==> src/rtl/npc_pkg.sv <==
package npc_pkg;

    typedef enum logic [2:0] {
        FLOW_SEQ   = 3'd0,
        FLOW_JMP   = 3'd1,
        FLOW_JMPL  = 3'd2,
        FLOW_JREG  = 3'd3,
        FLOW_JREGL = 3'd4,
        FLOW_BRZ   = 3'd5,
        FLOW_BRNZ  = 3'd6,
        FLOW_RSVD  = 3'd7
    } flow_e;

    typedef struct packed {
        logic redirect;   // unconditional transfer
        logic link;       // write return address
        logic use_reg;    // target comes from register
        logic use_long;   // 26-bit offset instead of 16-bit
        logic cond;       // conditional on zero test
        logic want_zero;  // branch when register is zero
    } flow_ctl_t;

    function automatic flow_ctl_t decode_flow(flow_e op);
        flow_ctl_t c;
        c = '0;
        unique case (op)
            FLOW_JMP:   begin c.redirect = 1'b1; c.use_long = 1'b1; end
            FLOW_JMPL:  begin c.redirect = 1'b1; c.use_long = 1'b1; c.link = 1'b1; end
            FLOW_JREG:  begin c.redirect = 1'b1; c.use_reg = 1'b1; end
            FLOW_JREGL: begin c.redirect = 1'b1; c.use_reg = 1'b1; c.link = 1'b1; end
            FLOW_BRZ:   begin c.cond = 1'b1; c.want_zero = 1'b1; end
            FLOW_BRNZ:  begin c.cond = 1'b1; end
            default:    c = '0;
        endcase
        return c;
    endfunction

endpackage

==> src/rtl/npc_decode.sv <==
module npc_decode
    import npc_pkg::*;
(
    input  logic [2:0] op,
    output flow_ctl_t  ctl
);
    always_comb ctl = decode_flow(flow_e'(op));
endmodule

==> src/rtl/npc_adder.sv <==
module npc_adder #(
    parameter int XLEN    = 32,
    parameter int LONG_W  = 26,
    parameter int SHORT_W = 16,
    parameter int STEP    = 4
) (
    input  logic [XLEN-1:0]   pc,
    input  logic [LONG_W-1:0] off,
    input  logic              use_long,
    output logic [XLEN-1:0]   seq_pc,
    output logic [XLEN-1:0]   rel_pc
);
    localparam int LPAD = XLEN - LONG_W;
    localparam int SPAD = XLEN - SHORT_W;

    logic [XLEN-1:0] off_long, off_short, off_sel;

    always_comb begin
        off_long  = {{LPAD{off[LONG_W-1]}}, off};
        off_short = {{SPAD{off[SHORT_W-1]}}, off[SHORT_W-1:0]};
        off_sel   = use_long ? off_long : off_short;
        seq_pc    = pc + XLEN'(STEP);
        rel_pc    = seq_pc + off_sel;
    end
endmodule

==> src/rtl/npc_pick.sv <==
module npc_pick
    import npc_pkg::*;
#(
    parameter int XLEN = 32
) (
    input  flow_ctl_t       ctl,
    input  logic [XLEN-1:0] src,
    input  logic [XLEN-1:0] seq_pc,
    input  logic [XLEN-1:0] rel_pc,
    output logic [XLEN-1:0] nxt,
    output logic            take,
    output logic            link
);
    logic is_zero;

    always_comb begin
        is_zero = (src == '0);
        take    = ctl.redirect | (ctl.cond & (is_zero == ctl.want_zero));
        link    = ctl.link;
        if (!take)           nxt = seq_pc;
        else if (ctl.use_reg) nxt = src;
        else                 nxt = rel_pc;
    end
endmodule

==> src/rtl/npc_unit.sv <==
module npc_unit
    import npc_pkg::*;
#(
    parameter int          XLEN     = 32,
    parameter int          LONG_W   = 26,
    parameter int          SHORT_W  = 16,
    parameter int          STEP     = 4,
    parameter int          NREGS    = 32,
    parameter bit          REG_PC   = 1'b1,
    parameter logic [31:0] RESET_PC = 32'h0000_0000
) (
    input  logic                     clk,
    input  logic                     rst,
    input  logic [XLEN-1:0]          cur_pc,
    input  logic [2:0]               flow_op,
    input  logic [LONG_W-1:0]        offset_field,
    input  logic [XLEN-1:0]          src_val,
    output logic [XLEN-1:0]          next_pc,
    output logic                     taken,
    output logic                     link_we,
    output logic [$clog2(NREGS)-1:0] link_idx,
    output logic [XLEN-1:0]          link_data,
    output logic [XLEN-1:0]          pc_q
);
    localparam int REG_W = $clog2(NREGS);
    localparam logic [REG_W-1:0] LINK_REG = REG_W'(NREGS - 1);

    flow_ctl_t       ctl;
    logic [XLEN-1:0] seq_pc, rel_pc;

    npc_decode u_dec (.op(flow_op), .ctl(ctl));

    npc_adder #(.XLEN(XLEN), .LONG_W(LONG_W), .SHORT_W(SHORT_W), .STEP(STEP)) u_add (
        .pc(cur_pc), .off(offset_field), .use_long(ctl.use_long),
        .seq_pc(seq_pc), .rel_pc(rel_pc)
    );

    npc_pick #(.XLEN(XLEN)) u_pick (
        .ctl(ctl), .src(src_val), .seq_pc(seq_pc), .rel_pc(rel_pc),
        .nxt(next_pc), .take(taken), .link(link_we)
    );

    assign link_idx  = LINK_REG;
    assign link_data = seq_pc;

    generate
        if (REG_PC) begin : g_pc_reg
            logic [XLEN-1:0] pc_r;
            always_ff @(posedge clk) begin
                if (rst) pc_r <= XLEN'(RESET_PC);
                else     pc_r <= next_pc;
            end
            assign pc_q = pc_r;

            // register follows the previous next-PC
            a_r9_pc_capture: assert property (@(posedge clk) disable iff (rst)
                !$past(rst) |-> pc_q == $past(next_pc));
        end else begin : g_pc_comb
            assign pc_q = next_pc;
        end
    endgenerate

    // fall-through address when nothing is taken
    a_r1_seq_when_idle: assert property (@(posedge clk) disable iff (rst)
        !taken |-> next_pc == cur_pc + XLEN'(STEP));

    // a link write is always part of a taken transfer
    a_r3_link_implies_taken: assert property (@(posedge clk) disable iff (rst)
        link_we |-> taken);

    // link request fields
    a_r10_link_fields: assert property (@(posedge clk) disable iff (rst)
        link_we |-> (link_idx == LINK_REG && link_data == cur_pc + XLEN'(STEP)));

    // register jumps land on the source value
    a_r4_reg_target: assert property (@(posedge clk) disable iff (rst)
        (flow_op == 3'd3 || flow_op == 3'd4) |-> (taken && next_pc == src_val));

    // branch-if-zero decision follows the zero test
    a_r6_brz_decision: assert property (@(posedge clk) disable iff (rst)
        (flow_op == 3'd5) |-> (taken == (src_val == '0)));

endmodule

==> config.mk <==
export PLATFORM = sky130hd
export DESIGN_NAME = npc_unit
export DESIGN_NICKNAME = d
export VERILOG_FILES = /design/src/rtl/npc_pkg.sv /design/src/rtl/npc_decode.sv /design/src/rtl/npc_adder.sv /design/src/rtl/npc_pick.sv /design/src/rtl/npc_unit.sv
export SDC_FILE = /design/constraint.sdc
export NUM_CORES = 1
export LEC_CHECK = 0
export BUFFER_PORTS_ARGS = -buffer_cell sky130_fd_sc_hd__buf_2
export CAP_MARGIN = 20
export CELL_PAD_IN_SITES_DETAIL_PLACEMENT = 0
export CELL_PAD_IN_SITES_GLOBAL_PLACEMENT = 1
export CORE_UTILIZATION = 36
export CTS_CLUSTER_SIZE = 24
export DETAILED_ROUTE_END_ITERATION = 12
export GPL_ROUTABILITY_DRIVEN = 0
export GPL_TIMING_DRIVEN = 0
export PLACE_DENSITY = 0.95
export SLEW_MARGIN = 5
export SYNTH_ARGS = -nofsm -noshare
export SYNTH_HDL_FRONTEND = slang
export SYNTH_SLANG_ARGS = --single-unit
==> constraint.sdc <==
create_clock -name clk -period 7.88 [get_ports clk]
set_clock_uncertainty 0.2 [all_clocks]
set_input_delay 0 -clock clk [delete_from_list [all_inputs] [get_ports clk]]
set_output_delay 0 -clock clk [all_outputs]
set_load 0.02 [all_outputs]
# Word-level counts from Yosys, hierarchy flattened
# Index checks and enable logic that the tools add are counted.
[op_classes]
n_eq_ne = 7
muxes = 9
n_reduce_logical = 6
bitwise_logic = 2
n_addsub = 2
[ops]
columns = ["operator", "n"]
rows = [
  ["two-way mux 32 bit", 3],
  ["adder 32 x 3 -> 32 bit, second input constant", 1],
  ["adder 32 bit", 1],
  ["zero test 32 bit", 1],
  ["== test 3 bit, second input constant", 3],
  ["OR reduction 2 bit", 4],
  ["== test 3 x 2 -> 1 bit, second input constant", 2],
  ["two-way mux 1 bit", 6],
  ["OR reduction 4 bit", 1],
  ["== test 3 x 1 -> 1 bit, second input constant", 1],
  ["bitwise AND 1 bit", 1],
  ["== test 1 bit", 1],
  ["bitwise OR 1 bit", 1],
]
[word_totals]
in_bits = 95
wordCells = 27
reg_bits = 32
out_inout_bits = 103

# Longest topological paths before layout
# Gate-level depths: netlist of run 1.
[logic_depth]
word_depth = 7
ltp_mapped = 19
mapped_depth_nobuf = 16

# Cells and area by module
# Synthesis of run 1 repeated with hierarchy kept, for this count alone.
[hier_totals]
hier_cells = 548
hier_area_um2 = 4764.6
[by_module_without_submodules]
columns = ["module", "seq_area_each_um2", "area_each_um2", "cells_per_inst", "n_inst"]
rows = [
  ["npc_adder", 0.0, 2772.7, 377, 1],
  ["npc_pick", 0.0, 1011.0, 87, 1],
  ["npc_unit", 640.6, 904.6, 73, 1],
  ["npc_decode", 0.0, 76.3, 11, 1],
]

# Worst setup path before layout of run 1
# OpenSTA, ideal clock, no wires.
[synth_timing]
path_kind = "in2reg"
start = "in cur_pc[5]"
end = "reg g_pc_reg.pc_r[24], in the netlist pc_q[24]"
path_buffers = 3
arrival_time_ps = 3862
path_stages = 19
setup_ps = 59
required_time_ps = 7621
setup_slack_ps = 3759
cell_sequence = "and4_1 buf_2 and3_1 buf_2 nand2_1 or3_1 nor2_1 xor2_1 ha_1 buf_2 a21oi_1 nand3_1 a2111oi_0 o31ai_1 nand2_1 nor3_1 o41ai_1 a22o_1 and2_1"
[synth_via]
elab_chain_len = 4
[synth_lines]
columns = ["item", "line", "rtl"]
rows = [
  ["start: declaration", "npc_unit.sv:14", "input logic [XLEN-1:0] cur_pc,"],
  ["adder 32 x 3 -> 32 bit", "npc_adder.sv:22", "seq_pc = pc + XLEN'(STEP);"],
  ["via link_data[15]", "npc_unit.sv:22", "output logic [XLEN-1:0] link_data,"],
  ["adder 32 bit", "npc_adder.sv:23", "rel_pc = seq_pc + off_sel;"],
  ["two-way mux 32 bit", "npc_pick.sv:21", "else if (ctl.use_reg) nxt = src;"],
  ["two-way mux 32 bit", "npc_pick.sv:20", "if (!take) nxt = seq_pc;"],
  ["via next_pc[24]", "npc_unit.sv:18", "output logic [XLEN-1:0] next_pc,"],
  ["end signal: assignment", "npc_unit.sv:50", "if (rst) pc_r <= XLEN'(RESET_PC);"],
  ["end signal: assignment", "npc_unit.sv:51", "else pc_r <= next_pc;"],
  ["end: declaration", "npc_unit.sv:48", "logic [XLEN-1:0] pc_r;"],
]
# The timed path passes the listed nets, and every way through them passes these cells.
# A chain may end at the register's enable or synchronous reset.

# Final worst setup path of run 1
[layout_timing]
start = "in cur_pc[4]"
end = "out next_pc[30]"
[layout_via]
elab_chain_len = 4
[layout_lines]
columns = ["item", "line"]
rows = [
  ["adder 32 x 3 -> 32 bit *", "npc_adder.sv:22"],
  ["adder 32 bit", "npc_adder.sv:23"],
  ["two-way mux 32 bit", "npc_pick.sv:21"],
  ["two-way mux 32 bit *", "npc_pick.sv:20"],
  ["end: declaration", "npc_unit.sv:18"],
]
# Every way passes the cells marked *; elsewhere a longest branch is shown, timed or not.

==> flow_metrics.tcl, run 1 <==
set metrics [dict create \
    outcome "finished with violations" \
    failed_checks "hold timing" \
    first_pass_iters 5 \
    clk_pin_slew_worst_paths_ps 50 \
    powerDensity_nw_per_um2 155.7 \
    cts_buffer_depth 2 \
    post-place-ws_ps 3178 \
    p_leak_nw 2.812 \
    crit_required_ps 7680 \
    htree_levels 2 \
    post-dp-hpwl_um 13780 \
    synth_ff_type "dfxtp_1" \
    grt_max_degree 12 \
    hold_path_class "input pin to flip-flop" \
    fin_ws_ps 3045 \
    die_height_um 112.6 \
    max_freq_ghz 0.2068 \
    num_antenna_cells 0 \
    nNetsFinal 962 \
    avgSynthCellArea_um2 7.157 \
    whs_ps -2.809 \
    ant_nets 0 \
    grt_pass1_wl_um 25760 \
    finalSetupViolCount 0 \
    relSlewSlack_pct 30.37 \
    fin_crit_sh_pct 61.36 \
    via_count 5423 \
    ys_ff_latch 32 \
    antenna_found_initial 0 \
    drtIter0Drc 470 \
    wl_per_cell_um 17.26 \
    fin_util_pct 49.21 \
    area_delta_synth_final_pct 33.71 \
    port_buffers 187 \
    synthCells 615 \
    timing.final.crit_period_ps 4835 \
    cts_setup_buffers 0 \
    numCtsBuffers 5 \
    die_x_um 112.6 \
    placed_cells 953 \
    gr-total-overflow 0 \
    cap_violations 0 \
    final_cells 981 \
    rsz0062_at_grt "false" \
    ir_drop_uv 77.07 \
    ios 198 \
    nFillCells 1221 \
    clock-sinks 32 \
    finalWirelength_um 16930 \
    worst_pin_slew_ps 1037 \
    yosysSeqAreaShare_pct 14.55 \
    synth_area_leaders "dfxtp_1 15%, ha_1 9.4%, xnor2_1 7.2%, a21oi_1 5.3%, nand2_1 5.2%" \
    drive_gt1_share_pct 26.50 \
    cts_tree "yes" \
    yosys.area.top_type "dfxtp_1" \
    grt_pass1_vias 4902 \
    endpoint_kind "primary output" \
    root_buffer "clkbuf_16" \
    synth-edff-count 0 \
    initial_core_util_pct 36.80 \
    crit_type "input pin to primary output" \
    rows 40 \
    drc 0 \
    viasPerCell 5.528 \
    groute.usage.overall_pct 25.95 \
    maxSlewViolCount 0 \
    synth_cell_types 70 \
    critPathArrivalTime_ps 4630 \
    synth_top_area_share_pct 14.55 \
    cp-start-kind "input pin" \
    finalHoldViolCount 1 \
    yosys_warnings 0 \
    ys_async_sr_fraction_pct 0 \
    netlist_area_um2 4402 \
    largest_register_ffs 32 \
    die-area_um2 12670 \
    finalSetupTns_ps 0 \
    cp_max_fo 8 \
    core_um2 11960 \
]
[final timing paths]
path                       start           to  slack (ps)  cells after the start
worst max-delay path   cur_pc[4]  next_pc[30]        3050                     21
worst min-delay path  src_val[7]      pc_q[7]          -3                      4
[routing by layer]
layer | wire length [µm] | vias up | track usage, % | share of wire [%]
met5 | 0 | - | 0 | 0
met4 | 706 | 0 | 12.98 | 4.2
met3 | 1257 | 46 | 2.700 | 7.4
met2 | 7485 | 285 | 41.52 | 44
met1 | 7478 | 2423 | 34.63 | 44
li1 | - | 2669 | - | -
[what timing repair did]
| action | CTS | global route |
|---|---|---|
| endpoints found under the hold margin | 18 | 0 |
| resized for setup | 0 | 0 |
| hold buffers | 20 | 0 |
[through the flow]
stage | hold slack [ps] | cell area, µm² | total power [mW]
global placement | 145.3 | 5537 | 0.6982
finish | -2.809 | 5886 | 0.9162
floorplan | -106.1 | 4417 | 0.5390
detailed placement | 141.4 | 5537 | 0.7007
CTS | 2.973 | 5886 | 0.9061
global route | 42.02 | 5886 | 0.9678
[logic make-up (layout without fill, tap and decap cells)]
group | Yosys count | count (layout) | synth area share (%)
adder cells (fa/ha/maj) | 35 | 35 | 10.06
flip-flops | 32 | 32 | 14.55
XOR/XNOR | 61 | 61 | 13.05
multiplexers | 8 | 8 | 1.876
buffers and inverters | 53 | 268 | 5.287
AND/OR/NAND/NOR | 258 | 258 | 30.30
other | 1 | 5 | 0.08519
AO/OA/AOI/OAI | 167 | 167 | 24.79
[cells in the final DEF, fill, tap and decap left out, types with 6 or more instances in the layout]
cell type and instances:
a21o_1 8, a21oi_1 47, a31oi_1 15, and2_1 26, and3_1 11, buf_2 193, buf_4 7, clkbuf_1 18
dfxtp_1 32, dlygate4sd3_1 20, ha_1 33, inv_1 21, mux2i_1 6, nand2_1 61, nand3_1 27, nand4_1 18
nor2_1 51, nor2b_1 6, nor3_1 18, nor4_1 11, o211ai_1 8, o21a_1 10, o21ai_0 23, o22ai_1 7
xnor2_1 36, xor2_1 22
[area by class of cell]
type / count / area (µm²) / share of cell area, %
Buffer: 32 / 153.9 / 2.615
Inverter: 21 / 78.83 / 1.339
Multi-Input combinational cell: 534 / 3543 / 60.20
Tap cell: 147 / 183.9 / 3.125
Timing Repair Buffer: 207 / 1136 / 19.30
Clock buffer: 6 / 138.9 / 2.360
Sequential cell: 32 / 640.6 / 10.88
Clock inverter: 2 / 10.01 / 0.1701
[critical path, cell delays in order]
cell       delay (ps)
buf_2             130
and4_1            240
buf_2             180
and3_1            150
buf_2             210
nand2_1           110
or3_1             360
nor2_1            140
xor2_1            400
ha_1              310
buf_2             170
a21oi_1           190
nand3_1           130
a2111oi_0         440
o31ai_1           190
o21ai_1           130
o21a_1            240
nor4b_1            80
nor4_1            500
o22ai_1           170
buf_2             190
[synthesized netlist by cell type, types with 2 or more instances]
cell type / count
nand2_1: 61
nor2_1: 51
a21oi_1: 47
xnor2_1: 36
ha_1: 33
dfxtp_1: 32
nand3_1: 27
and2_1: 26
o21ai_0: 23
xor2_1: 22
inv_1: 21
clkbuf_1: 18
nand4_1: 18
nor3_1: 18
a31oi_1: 15
and3_1: 11
nor4_1: 11
o21a_1: 10
a21o_1: 8
o211ai_1: 8
buf_4: 7
o22ai_1: 7
buf_2: 6
mux2i_1: 6
nor2b_1: 6
a211o_1: 5
a211oi_1: 5
nand2b_1: 5
o211a_1: 5
or3_1: 5
and4_1: 4
a21boi_0: 3
a311oi_1: 3
nor3b_1: 3
o21ai_1: 3
o21bai_1: 3
o22a_1: 3
o31ai_1: 3
or2_2: 3
a21boi_1: 2
mux2_2: 2
o31a_1: 2
[power breakdown]
group	internal, mW	total, mW	switching (mW)
Sequential	0.182	0.186	0.00392
Combinational	0.199	0.531	0.331
Clock	0.125	0.200	0.0751
Total	0.506	0.916	0.410
Power figures use the tool's default switching activity.
==> run 2, diff against run 1 <==
--- a/config.mk
+++ b/config.mk
@@ -5,16 +5,17 @@
 export SDC_FILE = /design/constraint.sdc
 export NUM_CORES = 1
 export LEC_CHECK = 0
+export ABC_AREA = 1
 export BUFFER_PORTS_ARGS = -buffer_cell sky130_fd_sc_hd__buf_2
 export CAP_MARGIN = 20
 export CELL_PAD_IN_SITES_DETAIL_PLACEMENT = 0
 export CELL_PAD_IN_SITES_GLOBAL_PLACEMENT = 1
-export CORE_UTILIZATION = 36
+export CORE_UTILIZATION = 33
 export CTS_CLUSTER_SIZE = 24
 export DETAILED_ROUTE_END_ITERATION = 12
 export GPL_ROUTABILITY_DRIVEN = 0
 export GPL_TIMING_DRIVEN = 0
-export PLACE_DENSITY = 0.95
+export PLACE_DENSITY = 0.93
 export SLEW_MARGIN = 5
 export SYNTH_ARGS = -nofsm -noshare
 export SYNTH_HDL_FRONTEND = slang
==> constraint.sdc (replaced) <==
create_clock -name clk -period 5 [get_ports clk]
set_clock_uncertainty 0.2 [all_clocks]
set_input_delay 0 -clock clk [delete_from_list [all_inputs] [get_ports clk]]
set_output_delay 0 -clock clk [all_outputs]
set_load 0.02 [all_outputs]
==> run 2 against run 1 <==
The flow now finishes without violations; design area grew 11%; clock power grew 81%; die area grew 21%; area after synthesis grew 11%; synthesized cell count grew 32%.
==> flow_metrics.tcl, run 2 <==
set metrics [dict create \
    grt_pass1_wl_um 27110 \
    numCtsBuffers 5 \
    largest_register_ffs 32 \
    via_count 5864 \
    crit_required_ps 4960 \
    cts_buffer_depth 2 \
    finalSetupViolCount 0 \
    rows 44 \
    grt_pass1_vias 5349 \
    avgSynthCellArea_um2 6.040 \
    die-area_um2 15350 \
    gr-total-overflow 0 \
    crit_top_cell "nand2_1" \
    yosys_warnings 0 \
    ant_nets 0 \
    crit_type "input pin to flip-flop" \
    first_pass_iters 5 \
    critical_path.cell_chain "buf_2 -> ha_1 -> nand2_1 -> or3_4 -> xnor2_1 -> ha_1 -> nand2_1 -> inv_1 -> nand2_1 -> o21ai_0 -> a21oi_1 -> nor3_2 -> nand2_2 -> nand3_2 -> nand2_1 -> nand2_1 -> nand2_1 -> nand3_1 -> nand2_2 -> a21oi_2 -> dlygate4sd3_1" \
    fin_crit_sh_pct 76.23 \
    combPwrFrac_pct 56.3 \
    drtIter0Drc 283 \
    grt_max_degree 11 \
    relSlewSlack_pct 59.76 \
    core_um2 14530 \
    cap_violations 0 \
    clock-sinks 32 \
    yosysSeqAreaShare_pct 13.06 \
    synth_cell_types 46 \
    p_leak_nw 3.509 \
    viasPerCell 4.783 \
    post-dp-hpwl_um 15580 \
    max_freq_ghz 0.2624 \
    ir_drop_uv 126.9 \
    cp_slowest_cell "dlygate4sd3_1" \
    seqPwrFrac_pct 19.5 \
    outcome "completed" \
    ys_ff_latch 32 \
    ys_async_sr_fraction_pct 0 \
    wl_per_cell_um 14.53 \
    mostFrequentLayoutCell "nand2_1" \
    synth_top_area_share_pct 15.69 \
    hold_path_class "input pin to flip-flop" \
    worst_pin_slew_ps 603.5 \
    switching_power_mw 0.6565 \
    groute.usage.overall_pct 23.17 \
    synth_most_common_cell "nand2_1" \
    timing.final.crit_period_ps 3811 \
    area_delta_synth_final_pct 33.47 \
    endpoint_kind "flip-flop" \
    nNetsFinal 1169 \
    finalHoldViolCount 0 \
    antenna_found_initial 0 \
    p_int_mw 0.8375 \
    maxSlewViolCount 0 \
    finalWirelength_um 17820 \
    initial_core_util_pct 33.75 \
    whs_path_depth 5 \
    synth_common_cells "205 x nand2_1, 100 x inv_1, 75 x nor2_1" \
    netlist_area_um2 4905 \
    sw_frac_of_total_pct 43.94 \
    finalPower_mw 1.494 \
    drive_gt1_share_pct 30.84 \
    finalSetupTns_ps 0 \
    cts_tree "yes" \
    cp_max_fo 5 \
    cts_setup_buffers 0 \
    clk_pin_slew_worst_paths_ps 50 \
    mostFrequentLayoutCells "205 x nand2_1, 197 x buf_2, 100 x inv_1" \
    cp-start-kind "input pin" \
    port_buffers 192 \
    powerDensity_nw_per_um2 228.2 \
    root_buffer "clkbuf_16" \
    clkPwrFrac_pct 24.2 \
    drc 0 \
    synth_area_leaders "nand2_1 16%, dfxtp_1 13%, ha_1 8.4%, inv_1 7.7%, nor2_1 5.7%" \
    rsz0062_at_grt "false" \
    synth-edff-count 0 \
    synth_ff_type "dfxtp_1" \
    ios 198 \
    synthCells 812 \
    die_x_um 123.9 \
    htree_levels 2 \
    critPathArrivalTime_ps 3770 \
    max_stage_delay_ps 550 \
    yosys.area.top_type "nand2_1" \
    die_height_um 123.9 \
]
-- run 2: cell types whose count changed after synthesis, moves of 16 or more --
cell	delta
nand2_1	+144
inv_1	+79
nand2_2	+29
and2_1	-26
nand3_1	+25
nor2_1	+24
nor2_2	+20
xnor2_1	-16
-- run 2: per-stage QoR --
step                      setup slack, ps  instance area [µm²]  utilization (%)  hold WS [ps]  cells
after floorplan                      1886                 4920                -        -137.6    816
after global placement               1415                 6111            42.05         65.43   1192
after detailed placement             1410                 6111            42.05         69.77   1192
after CTS                            1214                 6544            45.02         6.962   1225
after global routing                999.5                 6544            45.02         34.10   1225
final                                1189                 6546            45.04         4.490   1226
-- run 2: cell families (layout without fill, tap and decap cells) --
group | Yosys count | in the layout | synth area share, %
compound gates | 125 | 125 | 15.15
xor+xnor | 39 | 39 | 7.117
fa+ha+maj | 34 | 34 | 8.827
buf+inv | 134 | 359 | 10.92
flops | 32 | 32 | 13.06
other cells | 1 | 6 | 0.07646
simple gates | 447 | 447 | 44.85
-- run 2: final cells by class --
cell class / count / area (µm²)
Fill cell: 1574 / 7988
Buffer: 22 / 115.1
Clock buffer: 7 / 152.6
Antenna cell: 1 / 2.502
Sequential cell: 32 / 640.6
Tap cell: 184 / 230.2
Clock inverter: 1 / 30.03
Timing Repair Buffer: 217 / 1211
Multi-Input combinational cell: 650 / 3744
Inverter: 112 / 420.4
-- run 2: what timing repair did --
item                                   in CTS  in global routing
gates resized for setup                     0                  0
hold buffers                               25                  0
endpoints found under the hold margin      23                  0
-- run 2: path summary, 6_finish.rpt --
kind	to	slack, ps	start
hold / removal	pc_q[19]	4	src_val[19]
setup / recovery	pc_q[30]	1190	cur_pc[2]
-- run 2: power groups by stage --
stage	clock network [mW]	logic (mW)	registers [mW]
finish	0.362	0.841	0.291
global route	0.381	0.936	0.295
CTS	0.367	0.836	0.292
detailed placement	0	0.817	0.297
global placement	0	0.811	0.296
floorplan	0	0.520	0.336
-- run 2: per-layer routing --
metal | wire length [µm] | global-route usage [%] | part of all wire (%) | vias to the layer above
li1 | - | - | - | 3093
met1 | 8250 | 31.46 | 46 | 2545
met2 | 8186 | 39.17 | 46 | 208
met3 | 1094 | 2.060 | 6.1 | 18
met4 | 284 | 5.878 | 1.6 | 0
met5 | 0 | 0 | 0 | -
-- run 2: critical path: cells and delay by family --
| family | cells | cell delay, ps |
|---|---|---|
| xor+xnor | 1 | 480 |
| compound gates | 3 | 480 |
| buf+inv | 3 | 790 |
| fa+ha+maj | 2 | 600 |
| simple gates | 12 | 1410 |
==> run 3, diff against run 2 <==
--- a/config.mk
+++ b/config.mk
@@ -10,12 +10,12 @@
 export CAP_MARGIN = 20
 export CELL_PAD_IN_SITES_DETAIL_PLACEMENT = 0
 export CELL_PAD_IN_SITES_GLOBAL_PLACEMENT = 1
-export CORE_UTILIZATION = 33
+export CORE_UTILIZATION = 30
 export CTS_CLUSTER_SIZE = 24
 export DETAILED_ROUTE_END_ITERATION = 12
 export GPL_ROUTABILITY_DRIVEN = 0
 export GPL_TIMING_DRIVEN = 0
-export PLACE_DENSITY = 0.93
+export PLACE_DENSITY = 0.9
 export SLEW_MARGIN = 5
 export SYNTH_ARGS = -nofsm -noshare
 export SYNTH_HDL_FRONTEND = slang
==> constraint.sdc (replaced) <==
create_clock -name clk -period 3.5 [get_ports clk]
set_clock_uncertainty 0.2 [all_clocks]
set_input_delay 0 -clock clk [delete_from_list [all_inputs] [get_ports clk]]
set_output_delay 0 -clock clk [all_outputs]
set_load 0.02 [all_outputs]
==> run 3 against run 2 <==
The flow now finishes with violations (hold timing); combinational power rose by 47%; via count is 3.0% higher; worst setup slack worse by 1100 ps; first-iteration DRC count is 3.9% higher; core utilization decreased by 2.8 points; sequential power is 43% higher; sequential share of layout area decreased by 0.28 points; non-clock buffer count up 4; largest power group unchanged.
==> flow_metrics.tcl, run 3 (synthesis gave the netlist of run 2 again) <==
set metrics [dict create \
    timing.final.crit_period_ps 3442 \
    port_buffers 192 \
    cap_violations 0 \
    relSlewSlack_pct 62.29 \
    mostFrequentLayoutCells "204 x nand2_1, 196 x buf_2, 99 x inv_1" \
    area_delta_synth_final_pct 37.42 \
    maxSlewViolCount 0 \
    antenna_found_initial 1 \
    placed_cells 1224 \
    p_leak_nw 3.566 \
    viasPerCell 4.789 \
    ir_drop_uv 305.3 \
    groute.usage.overall_pct 22.01 \
    grt_pass1_vias 5688 \
    die_height_um 129.9 \
    drtIter0Drc 294 \
    critPathArrivalTime_ps 3460 \
    cts_buffer_depth 2 \
    finalWirelength_um 18600 \
    nFillCells 1780 \
    fin_ws_ps 58.26 \
    rows 46 \
    worst_pin_slew_ps 565.7 \
    ant_nets 0 \
    first_pass_iters 5 \
    die-area_um2 16860 \
    finalHoldViolCount 1 \
    gr-total-overflow 0 \
    clk_pin_slew_worst_paths_ps 50 \
    grt_pass1_wl_um 28760 \
    max_freq_ghz 0.2906 \
    outcome "finished with violations" \
    cp_top_family "buffers and inverters" \
    drc 0 \
    clock-sinks 32 \
    root_buffer "clkbuf_16" \
    post-place-ws_ps -56.32 \
    mostFrequentLayoutCell "nand2_1" \
    hold_path_class "input pin to flip-flop" \
    endpoint_kind "flip-flop" \
    post-dp-hpwl_um 16050 \
    critical_path.cell_chain "dlygate4sd3_1 -> buf_2 -> nor4_1 -> nand4_1 -> nor2_1 -> a21oi_1 -> o21ai_0 -> nand2_1 -> clkinv_1 -> clkbuf_1 -> nand2_1 -> a21oi_2 -> dlygate4sd3_1" \
    max_stage_delay_ps 540 \
    numCtsBuffers 5 \
    cp_slowest_cell "dlygate4sd3_1" \
    powerDensity_nw_per_um2 310.3 \
    drive_gt1_share_pct 33.14 \
    fin_crit_sh_pct 98.34 \
    nNetsFinal 1173 \
    initial_core_util_pct 30.76 \
    crit_required_ps 3520 \
    via_count 6039 \
    die_x_um 129.9 \
    post_dp_cell_area_um2 6151 \
    cts_tree "yes" \
    grt_max_degree 11 \
    cp-start-kind "input pin" \
    crit_type "input pin to flip-flop" \
    path_buf_inv 5 \
    ios 198 \
    failed_checks "hold timing" \
    whs_ps -8.666 \
    finalSetupViolCount 0 \
    largest_register_ffs 32 \
    cp_max_fo 10 \
    wl_per_cell_um 14.75 \
    final_cells 1261 \
    htree_levels 2 \
    fin_util_pct 42.28 \
    core_um2 15940 \
    rsz0062_at_grt "true" \
    fin_area_um2 6740 \
]
## run 3: cell types whose count changed in the layout (fill, tap and decap cells not counted), moves of 3 or more
| cell | before | now |
|---|---|---|
| a21oi_2 | 8 | 11 |
| xor2_2 | 0 | 3 |
| xnor2_2 | 1 | 5 |
| xnor2_1 | 20 | 16 |
| o21ai_0 | 38 | 35 |
| o21ai_1 | 6 | 9 |
| ha_4 | 0 | 3 |
| ha_1 | 33 | 29 |
| a21oi_1 | 41 | 38 |
| xor2_1 | 18 | 15 |
| buf_4 | 7 | 12 |
## run 3: layer usage
metal	vias to the layer above	track usage (%)	part of all wire, %
met3	28	2.993	5.9
met5	-	0	0
met4	0	7.045	2.0
met1	2719	28.76	46
met2	204	37.28	46
li1	3088	-	-
## run 3: worst min-delay path, delay by kind of cell
kind / cells / cell delay (ps)
XOR/XNOR: 1 / 120
AO/OA/AOI/OAI: 1 / 60
AND/OR/NAND/NOR: 1 / 110
buffers and inverters: 1 / 120
## run 3: cell type report
| cell class | count | area [µm²] | share of cell area (%) |
|---|---|---|---|
| inverter | 112 | 420.4 | 6.237 |
| tap | 216 | 270.3 | 4.010 |
| sequential | 32 | 640.6 | 9.504 |
| antenna | 1 | 2.502 | 0.03713 |
| timing repair buffer | 221 | 1245 | 18.47 |
| multi-input combinational | 650 | 3892 | 57.75 |
| clock buffer | 7 | 152.6 | 2.265 |
| buffer | 22 | 116.4 | 1.726 |
## run 3: what timing repair did
action	CTS	global route
pin swaps	0	11
endpoints found under the setup margin	2	13
endpoints found under the hold margin	20	0
buffers inserted	0	5
gates resized for setup	3	31
hold buffers	24	0
## run 3: worst paths after layout
| kind | start | to | cells after the start |
|---|---|---|---|
| setup / recovery | src_val[29] | pc_q[30] | 13 |
| hold / removal | cur_pc[26] | pc_q[26] | 4 |
## run 3: report_power, final
part	internal, mW	switching (mW)	total [mW]
registers	0.408	0.00862	0.416
clock network	0.297	0.143	0.440
logic	0.431	0.804	1.24
## run 3: stage by stage
step                TNS (ps)  power [mW]
floorplan                  0       1.223
global placement      -192.6       1.587
detailed placement    -113.1       1.594
CTS                        0       2.065
global route          -131.5       2.260
finish                     0       2.092
